**src/rtl/uart_regbank_pkg.sv**
```systemverilog
package uart_regbank_pkg;

    localparam logic [7:0] ENH_KEY       = 8'hBF;
    localparam logic [7:0] INT_EN_PROT   = 8'hF0;
    localparam logic [7:0] MDM_PROT      = 8'hE4;
    localparam logic [7:0] MDM_RSVD      = 8'h08;
    localparam logic [7:0] FIFO_PROT     = 8'h30;
    localparam logic [7:0] FIFO_KEEP     = 8'hF1;
    localparam int         MDM_TRIG_BIT  = 2;
    localparam int         ENH_EN_BIT    = 4;
    localparam int         RX_RST_BIT    = 1;
    localparam int         TX_RST_BIT    = 2;

    typedef enum logic [1:0] {
        BANK_GEN,
        BANK_DIV,
        BANK_ENH
    } bank_e;

    typedef enum logic [3:0] {
        SEL_NONE,
        SEL_DATA,
        SEL_INT_EN,
        SEL_FIFO_CTL,
        SEL_LINE,
        SEL_MDM,
        SEL_TRIG_HI,
        SEL_TRIG_LO,
        SEL_DIV_LO,
        SEL_DIV_HI,
        SEL_ENH,
        SEL_XON1,
        SEL_XON2,
        SEL_XOFF1,
        SEL_XOFF2
    } reg_sel_e;

    typedef struct packed {
        logic [7:0] line_ctl;
        logic [7:0] div_lo;
        logic [7:0] div_hi;
        logic [7:0] int_en;
        logic [7:0] fifo_ctl;
        logic [7:0] mdm_ctl;
        logic [7:0] enh_feat;
        logic [7:0] xon1;
        logic [7:0] xon2;
        logic [7:0] xoff1;
        logic [7:0] xoff2;
        logic [7:0] trig_hi;
        logic [7:0] trig_lo;
    } regs_t;

    // Merge a write into a register: locked bits keep old value, reserved bits forced low.
    function automatic logic [7:0] guarded_write(
        input logic [7:0] old_val,
        input logic [7:0] new_val,
        input logic [7:0] prot_mask,
        input logic [7:0] zero_mask,
        input logic       unlocked
    );
        logic [7:0] hold;
        hold = unlocked ? 8'h00 : prot_mask;
        return ((old_val & hold) | (new_val & ~hold)) & ~zero_mask;
    endfunction

endpackage

```
**src/rtl/uart_bank_decode.sv**
```systemverilog
module uart_bank_decode
    import uart_regbank_pkg::*;
#(
    parameter bit HAS_TRIG = 1'b1
) (
    input  logic [7:0] line_ctl,
    input  logic       enh_en,
    input  logic       trig_gate,
    input  logic [2:0] addr,
    output bank_e      bank,
    output reg_sel_e   sel
);

    always_comb begin
        if (line_ctl == ENH_KEY)   bank = BANK_ENH;
        else if (line_ctl[7])      bank = BANK_DIV;
        else                       bank = BANK_GEN;
    end

    always_comb begin
        sel = SEL_NONE;
        if (addr == 3'd3) begin
            sel = SEL_LINE;
        end else begin
            unique case (bank)
                BANK_GEN: begin
                    case (addr)
                        3'd0: sel = SEL_DATA;
                        3'd1: sel = SEL_INT_EN;
                        3'd2: sel = SEL_FIFO_CTL;
                        3'd4: sel = SEL_MDM;
                        3'd6: sel = (HAS_TRIG && enh_en && trig_gate) ? SEL_TRIG_HI : SEL_NONE;
                        3'd7: sel = (HAS_TRIG && enh_en && trig_gate) ? SEL_TRIG_LO : SEL_NONE;
                        default: sel = SEL_NONE;
                    endcase
                end
                BANK_DIV: begin
                    case (addr)
                        3'd0: sel = SEL_DIV_LO;
                        3'd1: sel = SEL_DIV_HI;
                        default: sel = SEL_NONE;
                    endcase
                end
                BANK_ENH: begin
                    case (addr)
                        3'd2: sel = SEL_ENH;
                        3'd4: sel = SEL_XON1;
                        3'd5: sel = SEL_XON2;
                        3'd6: sel = SEL_XOFF1;
                        3'd7: sel = SEL_XOFF2;
                        default: sel = SEL_NONE;
                    endcase
                end
                default: sel = SEL_NONE;
            endcase
        end
    end

endmodule

```
**src/rtl/uart_settle_timer.sv**
```systemverilog
module uart_settle_timer #(
    parameter int SETTLE_CYC = 2
) (
    input  logic clk,
    input  logic rst_n,
    input  logic start,
    output logic busy
);

    localparam int CW = $clog2(SETTLE_CYC + 1);
    localparam logic [CW-1:0] LOAD = CW'(SETTLE_CYC);

    logic [CW-1:0] cnt_d, cnt_q;

    always_comb begin
        cnt_d = cnt_q;
        if (start)             cnt_d = LOAD;
        else if (cnt_q != '0)  cnt_d = cnt_q - 1'b1;
    end

    always_ff @(posedge clk or negedge rst_n) begin
        if (!rst_n) cnt_q <= '0;
        else        cnt_q <= cnt_d;
    end

    assign busy = (cnt_q != '0);

endmodule

```
**src/rtl/uart_regbank.sv**
```systemverilog
module uart_regbank
    import uart_regbank_pkg::*;
#(
    parameter bit HAS_TRIG   = 1'b1,
    parameter int SETTLE_CYC = 2
) (
    input  logic        clk,
    input  logic        rst_n,
    input  logic [2:0]  addr_i,
    input  logic        wr_en_i,
    input  logic        rd_en_i,
    input  logic [7:0]  wdata_i,
    output logic [7:0]  rdata_o,
    input  logic [7:0]  rx_data_i,
    output logic        rhr_pop_o,
    output logic        thr_push_o,
    output logic [7:0]  thr_data_o,
    output logic        rx_fifo_rst_o,
    output logic        tx_fifo_rst_o,
    output logic        rx_busy_o,
    output logic        tx_busy_o,
    output logic [7:0]  line_ctl_o,
    output logic [15:0] divisor_o,
    output logic [7:0]  int_en_o,
    output logic [7:0]  fifo_ctl_o,
    output logic [7:0]  mdm_ctl_o,
    output logic        auto_cts_en_o,
    output logic        auto_rts_en_o,
    output logic        spec_char_en_o,
    output logic        enh_en_o,
    output logic [3:0]  sw_flow_mode_o,
    output logic [7:0]  xon1_o,
    output logic [7:0]  xon2_o,
    output logic [7:0]  xoff1_o,
    output logic [7:0]  xoff2_o,
    output logic [7:0]  trig_hi_o,
    output logic [7:0]  trig_lo_o
);

    localparam regs_t RESET_REGS = '{
        line_ctl: 8'h00, div_lo: 8'h01, div_hi: 8'h00, int_en: 8'h00,
        fifo_ctl: 8'h00, mdm_ctl: 8'h00, enh_feat: 8'h00, xon1: 8'h00,
        xon2: 8'h00, xoff1: 8'h00, xoff2: 8'h00, trig_hi: 8'h00, trig_lo: 8'h00
    };

    regs_t    r_d, r_q;
    bank_e    bank;
    reg_sel_e sel;
    logic     unlocked;
    logic     wr_fifo;
    logic [1:0] rst_strobe;
    logic [1:0] busy;

    assign unlocked = r_q.enh_feat[ENH_EN_BIT];

    uart_bank_decode #(
        .HAS_TRIG (HAS_TRIG)
    ) u_dec (
        .line_ctl  (r_q.line_ctl),
        .enh_en    (unlocked),
        .trig_gate (r_q.mdm_ctl[MDM_TRIG_BIT]),
        .addr      (addr_i),
        .bank      (bank),
        .sel       (sel)
    );

    // One settle timer per FIFO direction: index 0 receive, index 1 transmit.
    assign wr_fifo       = wr_en_i && (sel == SEL_FIFO_CTL);
    assign rst_strobe[0] = wr_fifo && wdata_i[RX_RST_BIT];
    assign rst_strobe[1] = wr_fifo && wdata_i[TX_RST_BIT];

    for (genvar g = 0; g < 2; g++) begin : g_settle
        uart_settle_timer #(
            .SETTLE_CYC (SETTLE_CYC)
        ) u_tmr (
            .clk   (clk),
            .rst_n (rst_n),
            .start (rst_strobe[g]),
            .busy  (busy[g])
        );
    end

    // Next-state computation for every register.
    always_comb begin
        r_d = r_q;
        if (wr_en_i) begin
            unique case (sel)
                SEL_LINE:     r_d.line_ctl = wdata_i;
                SEL_DIV_LO:   r_d.div_lo   = wdata_i;
                SEL_DIV_HI:   r_d.div_hi   = wdata_i;
                SEL_INT_EN:   r_d.int_en   = guarded_write(r_q.int_en, wdata_i,
                                                           INT_EN_PROT, 8'h00, unlocked);
                SEL_MDM:      r_d.mdm_ctl  = guarded_write(r_q.mdm_ctl, wdata_i,
                                                           MDM_PROT, MDM_RSVD, unlocked);
                SEL_FIFO_CTL: r_d.fifo_ctl = guarded_write(r_q.fifo_ctl, wdata_i,
                                                           FIFO_PROT, ~FIFO_KEEP, unlocked);
                SEL_ENH:      r_d.enh_feat = wdata_i;
                SEL_XON1:     r_d.xon1     = wdata_i;
                SEL_XON2:     r_d.xon2     = wdata_i;
                SEL_XOFF1:    r_d.xoff1    = wdata_i;
                SEL_XOFF2:    r_d.xoff2    = wdata_i;
                SEL_TRIG_HI:  r_d.trig_hi  = wdata_i;
                SEL_TRIG_LO:  r_d.trig_lo  = wdata_i;
                default:      r_d = r_q;
            endcase
        end
    end

    always_ff @(posedge clk or negedge rst_n) begin
        if (!rst_n) r_q <= RESET_REGS;
        else        r_q <= r_d;
    end

    // Read mux: unmapped and write-only addresses return zero.
    always_comb begin
        unique case (sel)
            SEL_DATA:    rdata_o = busy[0] ? 8'h00 : rx_data_i;
            SEL_LINE:    rdata_o = r_q.line_ctl;
            SEL_DIV_LO:  rdata_o = r_q.div_lo;
            SEL_DIV_HI:  rdata_o = r_q.div_hi;
            SEL_INT_EN:  rdata_o = r_q.int_en;
            SEL_MDM:     rdata_o = r_q.mdm_ctl;
            SEL_ENH:     rdata_o = r_q.enh_feat;
            SEL_XON1:    rdata_o = r_q.xon1;
            SEL_XON2:    rdata_o = r_q.xon2;
            SEL_XOFF1:   rdata_o = r_q.xoff1;
            SEL_XOFF2:   rdata_o = r_q.xoff2;
            SEL_TRIG_HI: rdata_o = r_q.trig_hi;
            SEL_TRIG_LO: rdata_o = r_q.trig_lo;
            default:     rdata_o = 8'h00;
        endcase
    end

    assign rhr_pop_o      = rd_en_i && (sel == SEL_DATA) && !busy[0];
    assign thr_push_o     = wr_en_i && (sel == SEL_DATA) && !busy[1];
    assign thr_data_o     = wdata_i;
    assign rx_fifo_rst_o  = rst_strobe[0];
    assign tx_fifo_rst_o  = rst_strobe[1];
    assign rx_busy_o      = busy[0];
    assign tx_busy_o      = busy[1];

    assign line_ctl_o     = r_q.line_ctl;
    assign divisor_o      = {r_q.div_hi, r_q.div_lo};
    assign int_en_o       = r_q.int_en;
    assign fifo_ctl_o     = r_q.fifo_ctl;
    assign mdm_ctl_o      = r_q.mdm_ctl;
    assign auto_cts_en_o  = r_q.enh_feat[7];
    assign auto_rts_en_o  = r_q.enh_feat[6];
    assign spec_char_en_o = r_q.enh_feat[5];
    assign enh_en_o       = r_q.enh_feat[4];
    assign sw_flow_mode_o = r_q.enh_feat[3:0];
    assign xon1_o         = r_q.xon1;
    assign xon2_o         = r_q.xon2;
    assign xoff1_o        = r_q.xoff1;
    assign xoff2_o        = r_q.xoff2;
    assign trig_hi_o      = r_q.trig_hi;
    assign trig_lo_o      = r_q.trig_lo;

    // Bank state is reflected by line_ctl_o; kept for debug visibility of the decode.
    logic bank_is_enh;
    assign bank_is_enh = (bank == BANK_ENH);

endmodule

```
**config.mk**
```make
export PLATFORM = sky130hd
export DESIGN_NAME = uart_regbank
export DESIGN_NICKNAME = d
export VERILOG_FILES = /design/src/rtl/uart_regbank_pkg.sv /design/src/rtl/uart_bank_decode.sv /design/src/rtl/uart_settle_timer.sv /design/src/rtl/uart_regbank.sv
export SDC_FILE = /design/constraint.sdc
export NUM_CORES = 1
export LEC_CHECK = 0
export ABC_AREA = 1
export BUFFER_PORTS_ARGS = -buffer_cell sky130_fd_sc_hd__buf_2
export CORE_MARGIN = 5
export CORE_UTILIZATION = 45
export DETAILED_ROUTE_END_ITERATION = 10
export HOLD_SLACK_MARGIN = 0.03
export PLACE_DENSITY = 0.73
export SETUP_SLACK_MARGIN = 0.2
export SLEW_MARGIN = 20
export SYNTH_ARGS = -nofsm -noshare
export SYNTH_HDL_FRONTEND = slang
export SYNTH_SLANG_ARGS = --single-unit
```
**constraint.sdc**
```tcl
create_clock -name clk -period 1.71 [get_ports clk]
set_input_delay 0.171 -clock clk [delete_from_list [all_inputs] [get_ports clk]]
set_output_delay 0.171 -clock clk [all_outputs]
set_load 0.01 [all_outputs]
```
==> metrics.md <==
| Metric | Value |
|---|---|
| F_max | `0.408 GHz` |
| CP Cell Sequence | `nand2_2 -> nor2_4 -> nand2_1 -> nand3_2 -> buf_4 -> buf_4 -> clkinvlp_4 -> a22o_1 -> nor2_2 -> nand3_1 -> buf_2` |
| Clk slew on worst S/H paths | `0.07 ns` |
| Post-synth top area cell | `dfrtp_1` |
| Failing checks | `negative setup slack` |
| GRT overflow | `0` |
| Number of global-route vias before repair | `5540` |
| Ranking of synthesized cells by area | `dfrtp_1 (48%), nand2_1 (15%), nand3_1 (6.7%)` |
| FP Rows | `40` |
| N_diodes | `0` |
| Final WS setup | `-0.743 ns` |
| Min-Delay Path Depth | `3` |
| Most frequent CP cell | `buf_4` |
| Total of max-cap violations | `0` |
| CP max FO | `8` |
| Routed len/inst | `19.7 µm` |
| Kind of critical path | `register to output port` |
| Worst r2r src | `line_ctl_o[7]` |
| Vias | `5807` |
| Final Cell Area | `0.00783 mm²` |
| Placed Area | `0.00676 mm²` |
| Critical path required time | `1.54 ns` |
| Register area share after synthesis | `48.0%` |
| Final hold vios | `0` |
| Arr. time, crit path | `2.28 ns` |
| Cells after Synth | `679` |
| Final net count | `912` |
| Min-Delay Endpoint | `sw_flow_mode_o[1]` |
| Router iterations before antenna repair | `7` |
| Min cycle time layout | `2.45 ns` |
| Clock sink count | `104` |
| Power per standard cell area | `1240 mW/mm²` |
| Area of the multi-input gates | `0.00294 mm²` |
| Port bufs | `144` |
| Num CTS Buffers | `9` |
| Final period util | `143%` |
| Ys Warns | `0` |
| Mapped Avg Cell Area | `7.99 µm²` |
| Synth Cell Area | `0.00542 mm²` |
| Buf/Inv on CP | `4` |
| Initial antenna violation count | `0` |
| CP peak stage delay | `0.36 ns` |
| WHS | `0.0685 ns` |
| Worst Skew | `0.00684 ns` |
| Library cells used by synthesis | `34` |
| # setup viols final | `108` |
| Count of state elements after synthesis | `104` |
| Outcome | `finished with violations` |
| Maximum clock insertion buffer count | `2` |
| Worst skew pair latency | `0.35 ns` |
| Detail Placement HPWL | `13700 µm` |
| Register area | `0.00261 mm²` |
| FILL cells | `954` |
| Die ar. | `0.0143 mm²` |
| Unrepaired setup endpoints after global routing | `true` |
| Core footprint | `0.0119 mm²` |
| 1st-iter DRT viols | `587` |
| Worst hold start | `wdata_i[1]` |
| Hold Crit Class | `primary input to register` |
| Via density | `5.59` |
| Critical path startpoint category | `register` |
| Share of the synthesized area in the top cell type | `47.5%` |
| Max VDD drop | `0.000786 V` |
| RR Endpoint | `spec_char_en_o` |
| Syn-to-layout area delta | `44.4%` |
| Share of cells above drive strength 1 | `44.0%` |
| Die W | `120 µm` |
| Tot GR Track Use | `27.6%` |
| Leakage power total | `4.04 nW` |
| Htree depth | `3` |
| RD Place Congestion | `0.955` |
| CTS Root Cell | `clkbuf_16` |
| Post-route ant nets | `0` |
| Final Slew Violations | `0` |
| Slew HR | `58.4%` |
| Crit path max-delay family | `simple AND/OR/NAND/NOR gates` |
| DRT Wirelength | `20400 µm` |
| First-pass GRT wire length | `30600 µm` |
| CP max stage cell | `dfrtp_1` |
| Starting Density | `45.5%` |
| CTS tree | `built` |
| Crit end category | `output port` |
| R2R cell count | `14` |
| DRC | `0` |
| R2r setup slk | `-0.41 ns` |
| Least-Margin Pin Slew | `0.623 ns` |
| Die height | `120 µm` |
| Ports | `149` |
| Pin count of the biggest net entering global routing | `63` |
Yosys cell counts:
cell type  instances
nand4_1            1
nor2_4             9
o21ai_1           30
nand3_1           73
a21oi_1            6
o21ai_2            8
inv_4              1
ha_1               2
inv_2              6
o221ai_1           2
nand3_4            1
dfstp_2            1
o21a_1            11
nand4_4            1
nand2_4            4
dfrtp_1          103
nor2_2             2
buf_6              6
nor4_4             1
buf_1              1
a21oi_2            1
nor3_1             1
o21ai_0           53
nand2_1          216
conb_1             1
a22o_1             2
nor2_8             1
buf_4             17
nand3_2            4
inv_1             49
buf_2              5
nand2_2            8
nor2_1            42
clkbuf_1          10
cell type report:
class                           count  share of cell area, %
Tap cell                          147                   2.35
Clock buffer                       11                   2.97
Sequential cell                   104                   33.3
Timing Repair Buffer              227                   20.6
Clock inverter                      4                  0.415
Inverter                           56                   2.92
Multi-Input combinational cell    489                   37.5
registers in the layout, indices dropped and copies added, names as in the netlist, 8 cells and up, named ones only:
register and count:
xon2_o 8, line_ctl_o 8, xoff2_o 8, trig_hi_o 8
trig_lo_o 8, divisor_o 16, xoff1_o 8, xon1_o 8
worst max path at each step:
stage                       start         end  slack [ns]  depth (start not counted)
floorplan           line_ctl_o[6]  rdata_o[2]       -0.18                         13
CTS                 line_ctl_o[6]  rdata_o[6]       -0.70                         15
finish              line_ctl_o[3]  rdata_o[4]       -0.74                         11
detailed placement  line_ctl_o[6]  rdata_o[6]       -0.39                         15
global placement    line_ctl_o[6]  rdata_o[5]       -0.34                         13
global route        line_ctl_o[6]  rdata_o[4]       -0.84                         13
cell usage in the layout (no fill, tap or decap), drive strengths merged, types with 3 or more instances in the layout:
cell and instances:
buf 223, clkbuf 14, dfrtp 103, nand2 229, nand3 79, conb 4
a21oi 7, clkinvlp 3, inv 55, nor2 57, o21a 11, o21ai 91
nand4 3
cells by family (layout without fill, tap and decap cells):
group / after synthesis / in the layout / share of synthesized area [%]
and+or+nand+nor: 364 / 370 / 30.9
AOI/OAI and AO/OA: 113 / 113 / 11.8
DFF: 104 / 104 / 48.0
buffers and inverters: 95 / 298 / 8.74
adders and majority gates: 2 / 2 / 0.461
other: 1 / 4 / 0.0692
power by group:
group / total, mW / switching [mW] / internal [mW]
combinational: 3.83 / 2.16 / 1.67
clock: 1.92 / 0.933 / 0.987
sequential: 3.93 / 0.730 / 3.20
total: 9.68 / 3.82 / 5.86
routing by layer:
layer | share of wire (%) | track usage, % | vias to the layer above
li1 | - | - | 2617
met1 | 40 | 37.5 | 2801
met2 | 48 | 43.8 | 331
met3 | 8.8 | 5.66 | 58
met4 | 3.1 | 9.88 | 0
met5 | 0 | 0 | -
timing repair:
action / CTS / global route
endpoints found under the setup margin: 108 / 110
setup buffers: 11 / 7
hold buffers: 1 / 0
gates resized for setup: 75 / 75
hold endpoints to repair: 25 / 0
gates cloned: 6 / 3
pin swaps: 38 / 36
stage by stage:
stage	instances	setup slack (ns)	power, mW	setup TNS, ns	utilization (%)
6_report	1038	-0.743	9.68	-28.20	65.7
5_1_grt	1038	-0.844	10.2	-39.69	65.7
4_1_cts	1028	-0.699	9.39	-19.98	62.7
3_5_place_dp	995	-0.391	7.22	-18.80	56.7
3_3_place_gp	995	-0.343	7.16	-16.34	56.7
2_1_floorplan	682	-0.179	5.54	-3.15	-
tightest hold or removal path, cell delays in order:
cell and delay [ns]:
buf_2 0.10, nand2_1 0.06, o21ai_2 0.05
(Power assumes the default switching activity.)
